$ cat config.mk
export PLATFORM = sky130hd
export DESIGN_NAME = flash_window_seq
export DESIGN_NICKNAME = d
export VERILOG_FILES = /design/src/rtl/fws_pkg.sv /design/src/rtl/fws_plan.sv /design/src/rtl/fws_cs_drive.sv /design/src/rtl/fws_rx_pack.sv /design/src/rtl/flash_window_seq.sv
export SDC_FILE = /design/constraint.sdc
export NUM_CORES = 1
export LEC_CHECK = 0
export BUFFER_PORTS_ARGS = -buffer_cell sky130_fd_sc_hd__buf_2
export CAP_MARGIN = 5
export CORE_MARGIN = 1.5
export CORE_UTILIZATION = 50
export CTS_CLUSTER_DIAMETER = 100
export DETAILED_ROUTE_END_ITERATION = 8
export PLACE_DENSITY = 0.84
export SLEW_MARGIN = 40
export SYNTH_ARGS = -nofsm -noshare
export SYNTH_HDL_FRONTEND = slang
export SYNTH_SLANG_ARGS = --single-unit
$ cat constraint.sdc
create_clock -name clk -period 6.56 [get_ports clk]
set_clock_uncertainty 0.15 [all_clocks]
set_input_delay 1.64 -clock clk [delete_from_list [all_inputs] [get_ports clk]]
set_output_delay 1.64 -clock clk [all_outputs]
set_load 0.01 [all_outputs]
$ cat src/rtl/fws_pkg.sv
package fws_pkg;
    typedef enum logic [1:0] {
        MODE_RD   = 2'd0,
        MODE_FRD  = 2'd1,
        MODE_WR   = 2'd2,
        MODE_USER = 2'd3
    } fws_mode_e;

    typedef enum logic [2:0] {
        ST_IDLE, ST_CMD, ST_ADDR, ST_DUMMY, ST_DATA, ST_DONE
    } fws_state_e;

    localparam int STOP_BIT   = 2;
    localparam int DLO_LSB    = 6;
    localparam int DHI_BIT    = 14;
    localparam int CMD_LSB    = 16;
    localparam int DUAL_BIT   = 28;
    localparam int WEN_LSB    = 16;
    localparam int CNT_W      = 6;
    localparam logic [7:0] DEFAULT_RD_CMD = 8'h03;

    typedef struct packed {
        logic          err;
        fws_mode_e     mode;
        logic [7:0]    cmd;
        logic [CNT_W-1:0] dummies;
        logic          wide;
    } fws_plan_t;
endpackage

$ cat src/rtl/fws_plan.sv
module fws_plan
    import fws_pkg::*;
#(
    parameter int SIZE_W = 3,
    parameter int MAXB   = 4
) (
    input  logic [31:0]       ctrl_word,
    input  logic              wen,
    input  logic              wide,
    input  logic              is_write,
    input  logic [SIZE_W-1:0] size,
    output fws_plan_t         plan
);
    logic [7:0]       cmd_raw;
    logic [CNT_W-1:0] dum_full;

    always_comb begin
        cmd_raw  = ctrl_word[CMD_LSB +: 8];
        dum_full = {ctrl_word[DHI_BIT], ctrl_word[DLO_LSB +: 2], 3'b000};
        plan.mode    = fws_mode_e'(ctrl_word[1:0]);
        plan.wide    = wide;
        plan.dummies = ctrl_word[DUAL_BIT] ? (dum_full >> 1) : dum_full;
        plan.cmd     = (plan.mode == MODE_RD && cmd_raw == 8'h00) ? DEFAULT_RD_CMD : cmd_raw;
        plan.err     = (size == '0) || (size > SIZE_W'(MAXB))
                     || (is_write && !wen)
                     || (is_write && (plan.mode == MODE_RD || plan.mode == MODE_FRD))
                     || (!is_write && plan.mode == MODE_WR)
                     || ((plan.mode == MODE_FRD || plan.mode == MODE_WR) && cmd_raw == 8'h00);
    end
endmodule

$ cat src/rtl/fws_cs_drive.sv
module fws_cs_drive #(
    parameter int NUM_CS = 2,
    parameter int CS_W   = 1
) (
    input  logic              clk,
    input  logic              rst_n,
    input  logic [NUM_CS-1:0] stop_bits,
    input  logic              auto_next,
    input  logic [CS_W-1:0]   sel_next,
    output logic [NUM_CS-1:0] cs_n
);
    for (genvar g = 0; g < NUM_CS; g++) begin : g_cs
        always_ff @(posedge clk or negedge rst_n) begin
            if (!rst_n)
                cs_n[g] <= 1'b1;
            else if (auto_next && sel_next == CS_W'(g))
                cs_n[g] <= 1'b0;
            else
                cs_n[g] <= stop_bits[g];
        end
    end
endmodule

$ cat src/rtl/fws_rx_pack.sv
module fws_rx_pack #(
    parameter int DATA_W = 32,
    parameter int IDX_W  = 2
) (
    input  logic              clk,
    input  logic              rst_n,
    input  logic              clear,
    input  logic              load,
    input  logic [IDX_W-1:0]  idx,
    input  logic [7:0]        rx_byte,
    output logic [DATA_W-1:0] word
);
    localparam int LANES = DATA_W / 8;

    for (genvar l = 0; l < LANES; l++) begin : g_lane
        always_ff @(posedge clk or negedge rst_n) begin
            if (!rst_n)
                word[8*l +: 8] <= 8'h00;
            else if (clear)
                word[8*l +: 8] <= 8'h00;
            else if (load && idx == IDX_W'(l))
                word[8*l +: 8] <= rx_byte;
        end
    end
endmodule

$ cat src/rtl/flash_window_seq.sv
module flash_window_seq
    import fws_pkg::*;
#(
    parameter int NUM_CS = 2,
    parameter int ADDR_W = 32,
    parameter int DATA_W = 32,
    localparam int CS_W   = (NUM_CS > 1) ? $clog2(NUM_CS) : 1,
    localparam int MAXB   = DATA_W / 8,
    localparam int SIZE_W = $clog2(MAXB) + 2
) (
    input  logic                 clk,
    input  logic                 rst_n,
    input  logic                 req_valid,
    output logic                 req_ready,
    input  logic [CS_W-1:0]      req_cs,
    input  logic                 req_write,
    input  logic [ADDR_W-1:0]    req_addr,
    input  logic [SIZE_W-1:0]    req_size,
    input  logic [DATA_W-1:0]    req_wdata,
    output logic [DATA_W-1:0]    resp_rdata,
    output logic                 resp_err,
    input  logic [31:0]          conf_reg,
    input  logic [NUM_CS*32-1:0] cs_ctrl,
    input  logic [NUM_CS-1:0]    addr4_en,
    input  logic [7:0]           dummy_byte,
    output logic                 xfer_valid,
    output logic [7:0]           xfer_tx,
    input  logic                 xfer_ready,
    input  logic [7:0]           xfer_rx,
    output logic [NUM_CS-1:0]    cs_n
);
    localparam int IDX_W = $clog2(MAXB);

    fws_state_e        state_q, state_d;
    logic [CNT_W-1:0]  cnt_q, cnt_d;
    fws_plan_t         plan_live, plan_q;
    logic [CS_W-1:0]   cs_q;
    logic              write_q;
    logic [ADDR_W-1:0] addr_q;
    logic [SIZE_W-1:0] size_q;
    logic [DATA_W-1:0] wdata_q;
    logic              accept;
    logic [NUM_CS-1:0] stop_bits;
    logic [2:0]        nab;
    logic [1:0]        ab_sel;
    logic              auto_next;
    fws_mode_e         mode_next;

    for (genvar g = 0; g < NUM_CS; g++) begin : g_stop
        assign stop_bits[g] = cs_ctrl[32*g + STOP_BIT];
    end

    fws_plan #(.SIZE_W(SIZE_W), .MAXB(MAXB)) u_plan (
        .ctrl_word (cs_ctrl[32*req_cs +: 32]),
        .wen       (conf_reg[WEN_LSB + int'(req_cs)]),
        .wide      (addr4_en[req_cs]),
        .is_write  (req_write),
        .size      (req_size),
        .plan      (plan_live)
    );

    assign accept = (state_q == ST_IDLE) && req_valid;

    // state register
    always_ff @(posedge clk or negedge rst_n) begin
        if (!rst_n) begin
            state_q <= ST_IDLE;
            cnt_q   <= '0;
            plan_q  <= '0;
            cs_q    <= '0;
            write_q <= 1'b0;
            addr_q  <= '0;
            size_q  <= '0;
            wdata_q <= '0;
        end else begin
            state_q <= state_d;
            cnt_q   <= cnt_d;
            if (accept) begin
                plan_q  <= plan_live;
                cs_q    <= req_cs;
                write_q <= req_write;
                addr_q  <= req_addr;
                size_q  <= req_size;
                wdata_q <= req_wdata;
            end
        end
    end

    assign nab = plan_q.wide ? 3'd4 : 3'd3;

    // next state
    always_comb begin
        state_d = state_q;
        cnt_d   = cnt_q;
        unique case (state_q)
            ST_IDLE: begin
                cnt_d = '0;
                if (req_valid) begin
                    if (plan_live.err)                 state_d = ST_DONE;
                    else if (plan_live.mode == MODE_USER) state_d = ST_DATA;
                    else                               state_d = ST_CMD;
                end
            end
            ST_CMD: if (xfer_ready) begin
                state_d = ST_ADDR;
                cnt_d   = '0;
            end
            ST_ADDR: if (xfer_ready) begin
                if (cnt_q == CNT_W'(nab - 3'd1)) begin
                    cnt_d   = '0;
                    state_d = (plan_q.mode == MODE_FRD && plan_q.dummies != '0) ? ST_DUMMY : ST_DATA;
                end else cnt_d = cnt_q + 1'b1;
            end
            ST_DUMMY: if (xfer_ready) begin
                if (cnt_q == plan_q.dummies - 1'b1) begin
                    cnt_d   = '0;
                    state_d = ST_DATA;
                end else cnt_d = cnt_q + 1'b1;
            end
            ST_DATA: if (xfer_ready) begin
                if (cnt_q == CNT_W'(size_q) - 1'b1) state_d = ST_DONE;
                else cnt_d = cnt_q + 1'b1;
            end
            ST_DONE: state_d = ST_IDLE;
            default: state_d = ST_IDLE;
        endcase
    end

    // outputs
    always_comb begin
        ab_sel     = 2'(nab - 3'd1 - 3'(cnt_q));
        xfer_valid = 1'b0;
        xfer_tx    = 8'h00;
        req_ready  = 1'b0;
        unique case (state_q)
            ST_IDLE:  ;
            ST_CMD:   begin xfer_valid = 1'b1; xfer_tx = plan_q.cmd; end
            ST_ADDR:  begin xfer_valid = 1'b1; xfer_tx = addr_q[8*ab_sel +: 8]; end
            ST_DUMMY: begin xfer_valid = 1'b1; xfer_tx = dummy_byte; end
            ST_DATA:  begin
                xfer_valid = 1'b1;
                xfer_tx    = write_q ? wdata_q[8*cnt_q[IDX_W-1:0] +: 8] : 8'h00;
            end
            ST_DONE:  req_ready = 1'b1;
            default:  ;
        endcase
    end

    assign resp_err  = plan_q.err;
    assign mode_next = (state_q == ST_IDLE) ? plan_live.mode : plan_q.mode;
    assign auto_next = (state_d inside {ST_CMD, ST_ADDR, ST_DUMMY, ST_DATA}) && (mode_next != MODE_USER);

    fws_cs_drive #(.NUM_CS(NUM_CS), .CS_W(CS_W)) u_cs (
        .clk       (clk),
        .rst_n     (rst_n),
        .stop_bits (stop_bits),
        .auto_next (auto_next),
        .sel_next  ((state_q == ST_IDLE) ? req_cs : cs_q),
        .cs_n      (cs_n)
    );

    fws_rx_pack #(.DATA_W(DATA_W), .IDX_W(IDX_W)) u_rx (
        .clk     (clk),
        .rst_n   (rst_n),
        .clear   (accept),
        .load    (state_q == ST_DATA && xfer_ready && !write_q),
        .idx     (cnt_q[IDX_W-1:0]),
        .rx_byte (xfer_rx),
        .word    (resp_rdata)
    );

    a_r10_hold_byte: assert property (@(posedge clk) disable iff (!rst_n)
        xfer_valid && !xfer_ready |=> xfer_valid && $stable(xfer_tx));
    a_r10_ready_pulse: assert property (@(posedge clk) disable iff (!rst_n)
        req_ready |=> !req_ready);
    a_r4_cs_low_auto: assert property (@(posedge clk) disable iff (!rst_n)
        xfer_valid && plan_q.mode != MODE_USER |-> !cs_n[cs_q]);
    a_r8_refuse_store: assert property (@(posedge clk) disable iff (!rst_n)
        state_q == ST_IDLE && req_valid && req_write && !conf_reg[WEN_LSB + int'(req_cs)]
        |=> req_ready && resp_err && !xfer_valid);
    a_r3_cmd_nonzero: assert property (@(posedge clk) disable iff (!rst_n)
        state_q == ST_CMD |-> xfer_tx != 8'h00);
endmodule

### Yosys cells after proc, flatten, opt, wreduce, memory -nomap -nowiden

Cells that the tools add are included.

* register bits: 131
* bits in latches: 0
* RAM bits: 0
* ROM bits: 0
* logic and storage cells: 141
* memories kept: 0

* add/subtract/negate cells: 7
* $mul: 0
* divide/modulo/power cells: 0
* order comparisons: 3
* equality and inequality tests: 25
* shift-type cells: 3
* muxes and demuxes: 44
* bitwise logic cells: 1
* reductions and logical operators: 40

Operator list (count)
* $mux W8: 10
* $shiftx A32 B6 Y8: 2
* $shiftx A64 B7 Y29: 1
* $mux W6: 8
* $mux W3: 12
* $pmux W8 S4: 1
* $pmux W6 S5: 1
* $eq A6 B6 Y1: 3
* $logic_and A1 B1 Y1: 16
* $pmux W3 S5: 1
* $eq A3 B2 Y1 const B: 4
* $ne A2 B2 Y1 const B: 6
* $eq A3 B3 Y1 const B: 3
* $mux W1: 9
* $eq A2 B2 Y1 const B: 4
* $logic_not A8 Y1: 1
* $reduce_bool A2 Y1: 4
* $logic_or A1 B1 Y1: 7
* $add A5 B1 Y6 const A: 1
* $add A6 B1 Y6 const B: 1
* $eq A2 B1 Y1 const B: 3
* $eq A3 B1 Y1 const B: 2
* $lt A6 B6 Y1 const B: 1
* $reduce_and A6 Y1: 1
* 18 further kinds: 21

### Logic depth before layout (Yosys ltp)

Gate-level depths: netlist of run 1.

* depth after elaboration: 18
* mapped depth: 11

### By module

A second synthesis of run 1 with hierarchy kept.

* cell total of the unflattened synthesis: 574
* area, all modules: 7038.0 µm²

Modules (own cells, without submodules)
* flash_window_seq: times used 1, cells an instance 421, area an instance 5301.3 µm²
* fws_rx_pack: times used 1, cells an instance 116, area an instance 1445.1 µm²
* fws_plan: times used 1, cells an instance 32, area an instance 220.2 µm²
* fws_cs_drive: times used 1, cells an instance 5, area an instance 71.3 µm²

### Worst setup path after synthesis of run 1

OpenSTA, ideal clock, no wires.

* kind: input-to-reg
* start point: input req_cs
* end point: register u_cs.cs_n[0]
* setup time: 77 ps
* arrival time: 3877 ps
* slack: 2456 ps
* stages: 11
* path buffers: 1
* cells stage by stage: buf_2 > mux2i_1 > inv_1 > ha_1 > nor2b_1 > nor4b_2 > a41oi_1 > or2_1 > or4_1 > xnor2_1 > o21a_1

RTL lines
* start, declared: RTL line flash_window_seq.sv:15 `input logic [CS_W-1:0] req_cs,`
* end signal, assigned by index: RTL line fws_cs_drive.sv:19 `cs_n[g] <= stop_bits[g];`
* end, declared: RTL line fws_cs_drive.sv:10 `output logic [NUM_CS-1:0] cs_n`

### Worst setup path after layout of run 1

* start point: register cnt_q[0]
* end point: output xfer_tx[1]

* word-level cells in the longest chain between the ends: 3

Ends and longest elaborated chain
* start, declared: RTL line flash_window_seq.sv:35 `logic [CNT_W-1:0] cnt_q, cnt_d;`
* start signal, assigned: RTL line flash_window_seq.sv:77 `cnt_q <= cnt_d;`
* $sub A2 B2 Y2 or $shiftx A32 B6 Y8 (tied branches): RTL line flash_window_seq.sv:131, flash_window_seq.sv:142
* $shiftx A32 B6 Y8 or $mux W8 (tied branches): RTL line flash_window_seq.sv:138, flash_window_seq.sv:142
* $pmux W8 S4 *: RTL line flash_window_seq.sv:135 `unique case (state_q)`
* end, declared: RTL line flash_window_seq.sv:27 `output logic [7:0] xfer_tx,`

Mark *: on every way between the ends. The rest lies on a longest branch, timed or not.

==> flow_metrics.py, run 1 <==
metrics = {
    "routing": {
        "drt-pass1-iter-count": 6,
        "routed_via_density": 5.45,
        "route.detailed.drc": 0,
        "route.vias.total": 5795,
        "drt.antenna.violating_nets": 0,
        "wirelength_mm": 16.7,
        "post_drt_wl_per_cell_um": 15.7,
        "detail_route.iter0.violations": 420,
    },
    "global_route": {
        "track_usage_pct": 25.4,
        "first_global_vias": 5805,
        "largest_net_degree_at_the_start_of_global_routing": 77,
        "grt_antenna_before_repair": 0,
        "grt_first_pass_wirelength_mm": 27.8,
        "overflow": 0,
    },
    "cells_and_area": {
        "insertedDiodeCount": 0,
        "nets": 1078,
        "syn_to_final_growth_pct": 24.2,
        "most_common_cell_after_layout_fill_and_taps_aside": "sky130_fd_sc_hd__nand2_1",
        "final_layout_size_suffix_gt1_share_pct": 26.5,
        "area_used_by_multi_input_combinational_logic_mm2": 0.00307,
        "sequential_cell_area_mm2": 0.00323,
        "num-fill-cells": 1056,
        "most-common-layout-cells": "sky130_fd_sc_hd__nand2_1, sky130_fd_sc_hd__buf_2, sky130_fd_sc_hd__dfrtp_1, sky130_fd_sc_hd__a21oi_1, sky130_fd_sc_hd__nand3_1",
    },
    "die": {
        "design.core.area_mm2": 0.0127,
        "floorplan.die.height_um": 118,
        "start_util_pct": 51.6,
        "die_width_um": 118,
        "fp.dieArea_mm2": 0.0138,
        "num_io_pins": 233,
        "num_rows": 41,
    },
    "timing": {
        "setup-tns-final_ps": 0,
        "min_period_ps": 4660,
        "worst-slew-pin-transition_ps": 739,
        "layout_worst_path_cycle_share_pct": 71.0,
        "rsz0062_at_grt": "false",
        "max_slew_margin_pct": 50.7,
        "fmax_mhz": 215,
        "timing.final.setup_violations": 0,
        "timing.final.max_slew_violations": 0,
        "timing_hold_violations_final": 0,
    },
    "synth": {
        "syn-cell-area_mm2": 0.00656,
        "yosysSeqAreaShare_pct": 49.3,
        "yosys.cell_types.count": 53,
        "syn_area_per_cell_um2": 9.00,
        "syn_nets": 928,
        "ys_async_sr_fraction_pct": 100,
        "synth_edf_count": 0,
        "yosysWarningCount": 0,
        "synthesis.instances": 729,
        "yosys_register_bits": 129,
        "ys_dominant_reg_cell": "sky130_fd_sc_hd__dfrtp_1",
    },
    "power_and_ir_drop": {
        "total_power_mw": 3.75,
        "total_leakage_power_nw": 4.16,
        "power.density_mw_per_mm2": 460,
        "vdd_ir_drop_max_mv": 0.254,
    },
    "clock_network": {
        "cts_hold_buffers": 0,
        "tritoncts": "yes",
        "clk_path_buf_depth": 2,
        "tritoncts.num_buffers": 17,
        "clk-insertion-delay-late_ps": 420,
        "cts_resized": 0,
        "cts_root_buffer": "sky130_fd_sc_hd__clkbuf_16",
        "cts_sinks": 129,
        "clkTransAtPathRegs_ps": 60,
        "ctsHtreeMaxLevel": 4,
        "cts_setup_buffers": 0,
    },
    "setup_path": {
        "timing.critical_path.slowest_stage_cell": "sky130_fd_sc_hd__ha_1",
        "critPathRequiredTime_ps": 4770,
        "path_buf_inv": 3,
        "arrival_ps": 2870,
        "cpPeakStageDelay_ps": 720,
        "r2r_setup_slack_ps": 3320,
        "worst_setup_path_start_kind": "flip-flop",
        "path_type_of_the_worst_setup_path": "reg -> out",
        "crit-reg2reg-launch": "cnt_q[0]$_DFFE_PN0P_",
        "critical_path.startpoint": "cnt_q[0]$_DFFE_PN0P_",
        "critical_path.endpoint_type": "output pin",
        "crit_path_cell_trace": "buf_4 > inv_1 > ha_1 > mux4_2 > nand2_1 > o221ai_1 > buf_2",
        "critPathMaxFanout": 13,
        "critical-path-top-delay-family": "adder cells",
    },
    "placed_design": {
        "dp_hpwl_mm": 11.7,
        "weighted_congestion_at_the_end_of_routability_driven_global_placement": 0.868,
        "place.port_buffers": 168,
    },
    "flow_run": {
        "maxCapViolations": 0,
    },
    "min_path": {
        "worst_hold_startpoint": "addr_q[10]$_DFFE_PN0P_",
        "min-delay-path-class": "reg -> reg",
    },
    "run_status": {
        "result_of_the_run": "complete, no violations",
    },
}
==> cell usage after synthesis (3+ instances only) <==
library cell | n | area share, %
sky130_fd_sc_hd__xor2_1 | 6 | 0.80
sky130_fd_sc_hd__mux4_2 | 16 | 5.5
sky130_fd_sc_hd__nor2_1 | 17 | 0.97
sky130_fd_sc_hd__nor3_1 | 9 | 0.69
sky130_fd_sc_hd__o21a_1 | 3 | 0.34
sky130_fd_sc_hd__inv_1 | 19 | 1.1
sky130_fd_sc_hd__nand2_1 | 275 | 16
sky130_fd_sc_hd__o221ai_1 | 8 | 1.1
sky130_fd_sc_hd__clkbuf_1 | 29 | 1.7
sky130_fd_sc_hd__o211ai_1 | 4 | 0.46
sky130_fd_sc_hd__ha_1 | 11 | 2.1
sky130_fd_sc_hd__o21ai_1 | 3 | 0.23
sky130_fd_sc_hd__a21oi_1 | 42 | 3.2
sky130_fd_sc_hd__mux2i_1 | 21 | 3.2
sky130_fd_sc_hd__nor2b_1 | 3 | 0.29
sky130_fd_sc_hd__buf_2 | 10 | 0.76
sky130_fd_sc_hd__nand2b_1 | 3 | 0.29
sky130_fd_sc_hd__or2_1 | 3 | 0.29
sky130_fd_sc_hd__nand4_1 | 3 | 0.29
sky130_fd_sc_hd__nand3_1 | 41 | 3.1
sky130_fd_sc_hd__nor4_1 | 4 | 0.38
sky130_fd_sc_hd__xnor2_1 | 7 | 0.93
sky130_fd_sc_hd__o21ai_0 | 19 | 1.4
sky130_fd_sc_hd__a21o_1 | 4 | 0.46
sky130_fd_sc_hd__dfrtp_1 | 127 | 48
==> kinds of logic after synthesis <==
kind of cell / Yosys count / share of synthesized area, %
AND/OR/NAND/NOR: 377 / 24.6
flip-flops: 129 / 49.3
AO/OA/AOI/OAI: 95 / 8.81
buffers and inverters: 64 / 4.14
multiplexers: 39 / 9.04
XOR/XNOR: 14 / 2.08
adder cells (fa/ha/maj): 11 / 2.10
==> metal layers <==
metal,global-route usage [%],wire length (µm)
met1,30.8,6610
met2,43.5,8510
met3,6.49,1110
met4,9.91,438
met5,0,0
==> power by group <==
part           internal [mW]  switching [mW]
clock                  0.634           0.338
sequential              1.10           0.218
combinational          0.633           0.819
==> flip-flops by register name, summed over array words and instances, names as in the netlist <==
signal / cells
addr_q: 32
u_rx.word: 32
wdata_q: 32
plan_q: 15
cnt_q: 6
size_q: 4
state_q: 3
u_cs.cs_n: 2
cs_q: 1
resp_err: 1
write_q: 1
==> worst paths after layout <==
| path | depth (start not counted) | to |
|---|---|---|
| setup reg to reg | 10 | u_cs.cs_n[0]$_DFF_PN1_ |
| max in group asynchronous | 2 | plan_q[16]$_DFFE_PN0P_ |
| hold reg to reg | 2 | addr_q[10]$_DFFE_PN0P_ |
| setup / recovery | 7 | xfer_tx[1] |
| hold / removal | 2 | addr_q[10]$_DFFE_PN0P_ |
| min in group asynchronous | 1 | wdata_q[16]$_DFFE_PN0P_ |
==> worst reg2reg max path, stage by stage (launching register included) <==
cell and delay, ps:
sky130_fd_sc_hd__dfrtp_1 320, sky130_fd_sc_hd__buf_4 240, sky130_fd_sc_hd__inv_1 180, sky130_fd_sc_hd__ha_1 580, sky130_fd_sc_hd__nor4b_4 410, sky130_fd_sc_hd__nand3_1 170
sky130_fd_sc_hd__a31oi_1 210, sky130_fd_sc_hd__nor2_1 70, sky130_fd_sc_hd__or4_1 430, sky130_fd_sc_hd__xnor2_1 250, sky130_fd_sc_hd__o21a_1 170
==> area by class of cell <==
class	count	share of cell area, %
clock inverters	9	1.58
flip-flops and latches	129	39.7
repair buffers	175	11.5
well taps	172	2.64
multi-input cells	536	37.7
clock buffers	22	5.95
inverters	20	0.922
==> stage by stage <==
step                      std cells  instance area [µm²]  utilization, %  hold WS [ps]  setup WS [ps]
final                          1063                 8140            64.0           315           1900
after global routing           1063                 8140            64.0           340           1700
after CTS                      1063                 8140            64.0           321           1870
after detailed placement       1032                 7530            59.2           307           1670
after global placement         1029                 7460            58.6           302           1750
after floorplan                 729                 6560               -           290           2460
Power figures use the tool's default switching activity.
==> inputs of run 2 (changes only) <==
--- a/config.mk
+++ b/config.mk
@@ -8,10 +8,10 @@
 export BUFFER_PORTS_ARGS = -buffer_cell sky130_fd_sc_hd__buf_2
 export CAP_MARGIN = 5
 export CORE_MARGIN = 1.5
-export CORE_UTILIZATION = 50
+export CORE_UTILIZATION = 45
 export CTS_CLUSTER_DIAMETER = 100
 export DETAILED_ROUTE_END_ITERATION = 8
-export PLACE_DENSITY = 0.84
+export PLACE_DENSITY = 0.8
 export SLEW_MARGIN = 40
 export SYNTH_ARGS = -nofsm -noshare
 export SYNTH_HDL_FRONTEND = slang
==> constraint.sdc (replaced) <==
create_clock -name clk -period 4.2 [get_ports clk]
set_clock_uncertainty 0.15 [all_clocks]
set_input_delay 1.05 -clock clk [delete_from_list [all_inputs] [get_ports clk]]
set_output_delay 1.05 -clock clk [all_outputs]
set_load 0.01 [all_outputs]
==> flow_metrics.py, run 2 (synthesis gave the netlist of run 1 again) <==
metrics = {
    "routing": {
        "routed_via_density": 5.34,
        "route.vias.total": 5733,
        "post_drt_wl_per_cell_um": 16.0,
        "detail_route.iter0.violations": 317,
        "wirelength_mm": 17.1,
        "route.detailed.drc": 0,
        "drt-pass1-iter-count": 5,
        "drt.antenna.violating_nets": 0,
    },
    "cells_and_area": {
        "nets": 1081,
        "finalCoreUtilization_pct": 58.0,
        "syn_to_final_growth_pct": 24.3,
        "most_common_cell_after_layout_fill_and_taps_aside": "sky130_fd_sc_hd__nand2_1",
        "layoutNonFillerInstCount": 1073,
        "final_layout_size_suffix_gt1_share_pct": 26.2,
        "design_area_mm2": 0.00815,
        "most-common-layout-cells": "sky130_fd_sc_hd__nand2_1, sky130_fd_sc_hd__buf_2, sky130_fd_sc_hd__dfrtp_1, sky130_fd_sc_hd__a21oi_1, sky130_fd_sc_hd__nand3_1",
        "num-fill-cells": 1196,
        "leading_registers_by_flop_count": "addr_q x32, u_rx.word x32, wdata_q x32",
    },
    "timing": {
        "timing.final.setup_violations": 0,
        "setup-tns-final_ps": 0,
        "max_slew_margin_pct": 49.2,
        "timing.final.max_slew_violations": 0,
        "layout_worst_path_cycle_share_pct": 92.5,
        "setup_ws_ps": 315,
        "min_period_ps": 3880,
        "post_route_hold_slack_ps": 317,
        "timing_hold_violations_final": 0,
        "fmax_mhz": 257,
        "worst-slew-pin-transition_ps": 763,
        "rsz0062_at_grt": "false",
    },
    "die": {
        "fp.dieArea_mm2": 0.0153,
        "design.core.area_mm2": 0.0140,
        "start_util_pct": 46.7,
        "num_rows": 43,
        "num_io_pins": 233,
        "die_width_um": 124,
        "floorplan.die.height_um": 124,
    },
    "global_route": {
        "grt_antenna_before_repair": 0,
        "largest_net_degree_at_the_start_of_global_routing": 71,
        "first_global_vias": 5657,
        "grt_first_pass_wirelength_mm": 27.4,
        "track_usage_pct": 23.8,
        "overflow": 0,
    },
    "setup_path": {
        "critical_path.endpoint_type": "output pin",
        "arrival_ps": 2680,
        "reg2reg_to": "u_cs.cs_n[0]$_DFF_PN1_",
        "critical_path.startpoint": "state_q[1]$_DFF_PN0_",
        "worst_setup_path_start_kind": "flip-flop",
        "setup.worst_path.end": "xfer_tx[4]",
        "r2r_setup_slack_ps": 1240,
        "critPathMaxFanout": 16,
        "rr_worst_depth": 9,
        "critPathRequiredTime_ps": 3000,
        "crit-reg2reg-launch": "cnt_q[0]$_DFFE_PN0P_",
        "path_type_of_the_worst_setup_path": "reg -> out",
    },
    "clock_network": {
        "cts_setup_buffers": 0,
        "cts_hold_buffers": 0,
        "clk_path_buf_depth": 2,
        "clk-insertion-delay-late_ps": 420,
        "clkTransAtPathRegs_ps": 50,
        "tritoncts.num_buffers": 17,
        "ctsHtreeMaxLevel": 4,
        "tritoncts": "yes",
        "cts_root_buffer": "sky130_fd_sc_hd__clkbuf_16",
        "cts_sinks": 129,
        "cts_resized": 0,
    },
    "run_status": {
        "result_of_the_run": "complete, no violations",
    },
    "placed_design": {
        "place.port_buffers": 168,
        "dp_cells": 1043,
        "pre_cts_ws_ps": 259,
        "placed_inst_area_mm2": 0.00756,
        "weighted_congestion_at_the_end_of_routability_driven_global_placement": 0.869,
        "dp_hpwl_mm": 12.1,
    },
    "power_and_ir_drop": {
        "total_power_mw": 5.82,
        "power.density_mw_per_mm2": 714,
        "total_leakage_power_nw": 4.16,
        "vdd_ir_drop_max_mv": 0.357,
    },
    "min_path": {
        "worst_hold_startpoint": "addr_q[2]$_DFFE_PN0P_",
        "min-delay-path-class": "reg -> reg",
    },
    "flow_run": {
        "maxCapViolations": 0,
    },
}
==> run 2: cell count changes in the layout (fill, tap and decap cells not counted), sizes merged <==
cell / previous run / this run
buf: 175 / 178
clkbuf: 22 / 24
clkinvlp: 2 / 0
clkinv: 3 / 2
diode: 0 / 1
inv: 21 / 20
==> run 2: worst min path at each step <==
stage	end	slack, ps	depth (start not counted)
floorplan	addr_q[0]$_DFFE_PN0P_	290	2
global placement	wdata_q[17]$_DFFE_PN0P_	300	2
detailed placement	addr_q[2]$_DFFE_PN0P_	310	2
CTS	addr_q[2]$_DFFE_PN0P_	320	2
global route	wdata_q[8]$_DFFE_PN0P_	340	2
finish	addr_q[2]$_DFFE_PN0P_	320	2
==> run 2: cell type report <==
| type | count | area [µm²] | share of cell area [%] |
|---|---|---|---|
| Sequential cell | 129 | 3230 | 39.6 |
| Inverter | 20 | 75.1 | 0.921 |
| Antenna cell | 1 | 2.50 | 0.0307 |
| Multi-Input combinational cell | 536 | 3070 | 37.7 |
| Clock inverter | 5 | 104 | 1.27 |
| Clock buffer | 24 | 482 | 5.91 |
| Timing Repair Buffer | 178 | 960 | 11.8 |
| Tap cell | 180 | 225 | 2.76 |
==> run 2: report_power, final <==
part	internal [mW]	switching, mW
Sequential	1.73	0.331
Combinational	0.987	1.29
Clock	0.970	0.512
==> run 2: routing by layer <==
layer / part of all wire, % / vias to the layer above / track usage (%)
li1: - / 2764 / -
met1: 41 / 2737 / 29.0
met2: 51 / 200 / 40.0
met3: 6.4 / 32 / 6.78
met4: 2.3 / 0 / 9.05
met5: 0 / - / 0
==> run 2: critical path, cell delays in order (launching register included) <==
cell and delay (ps):
sky130_fd_sc_hd__dfrtp_1 660, sky130_fd_sc_hd__nor2_1 590, sky130_fd_sc_hd__nand3_1 430, sky130_fd_sc_hd__o221ai_1 400, sky130_fd_sc_hd__buf_2 190
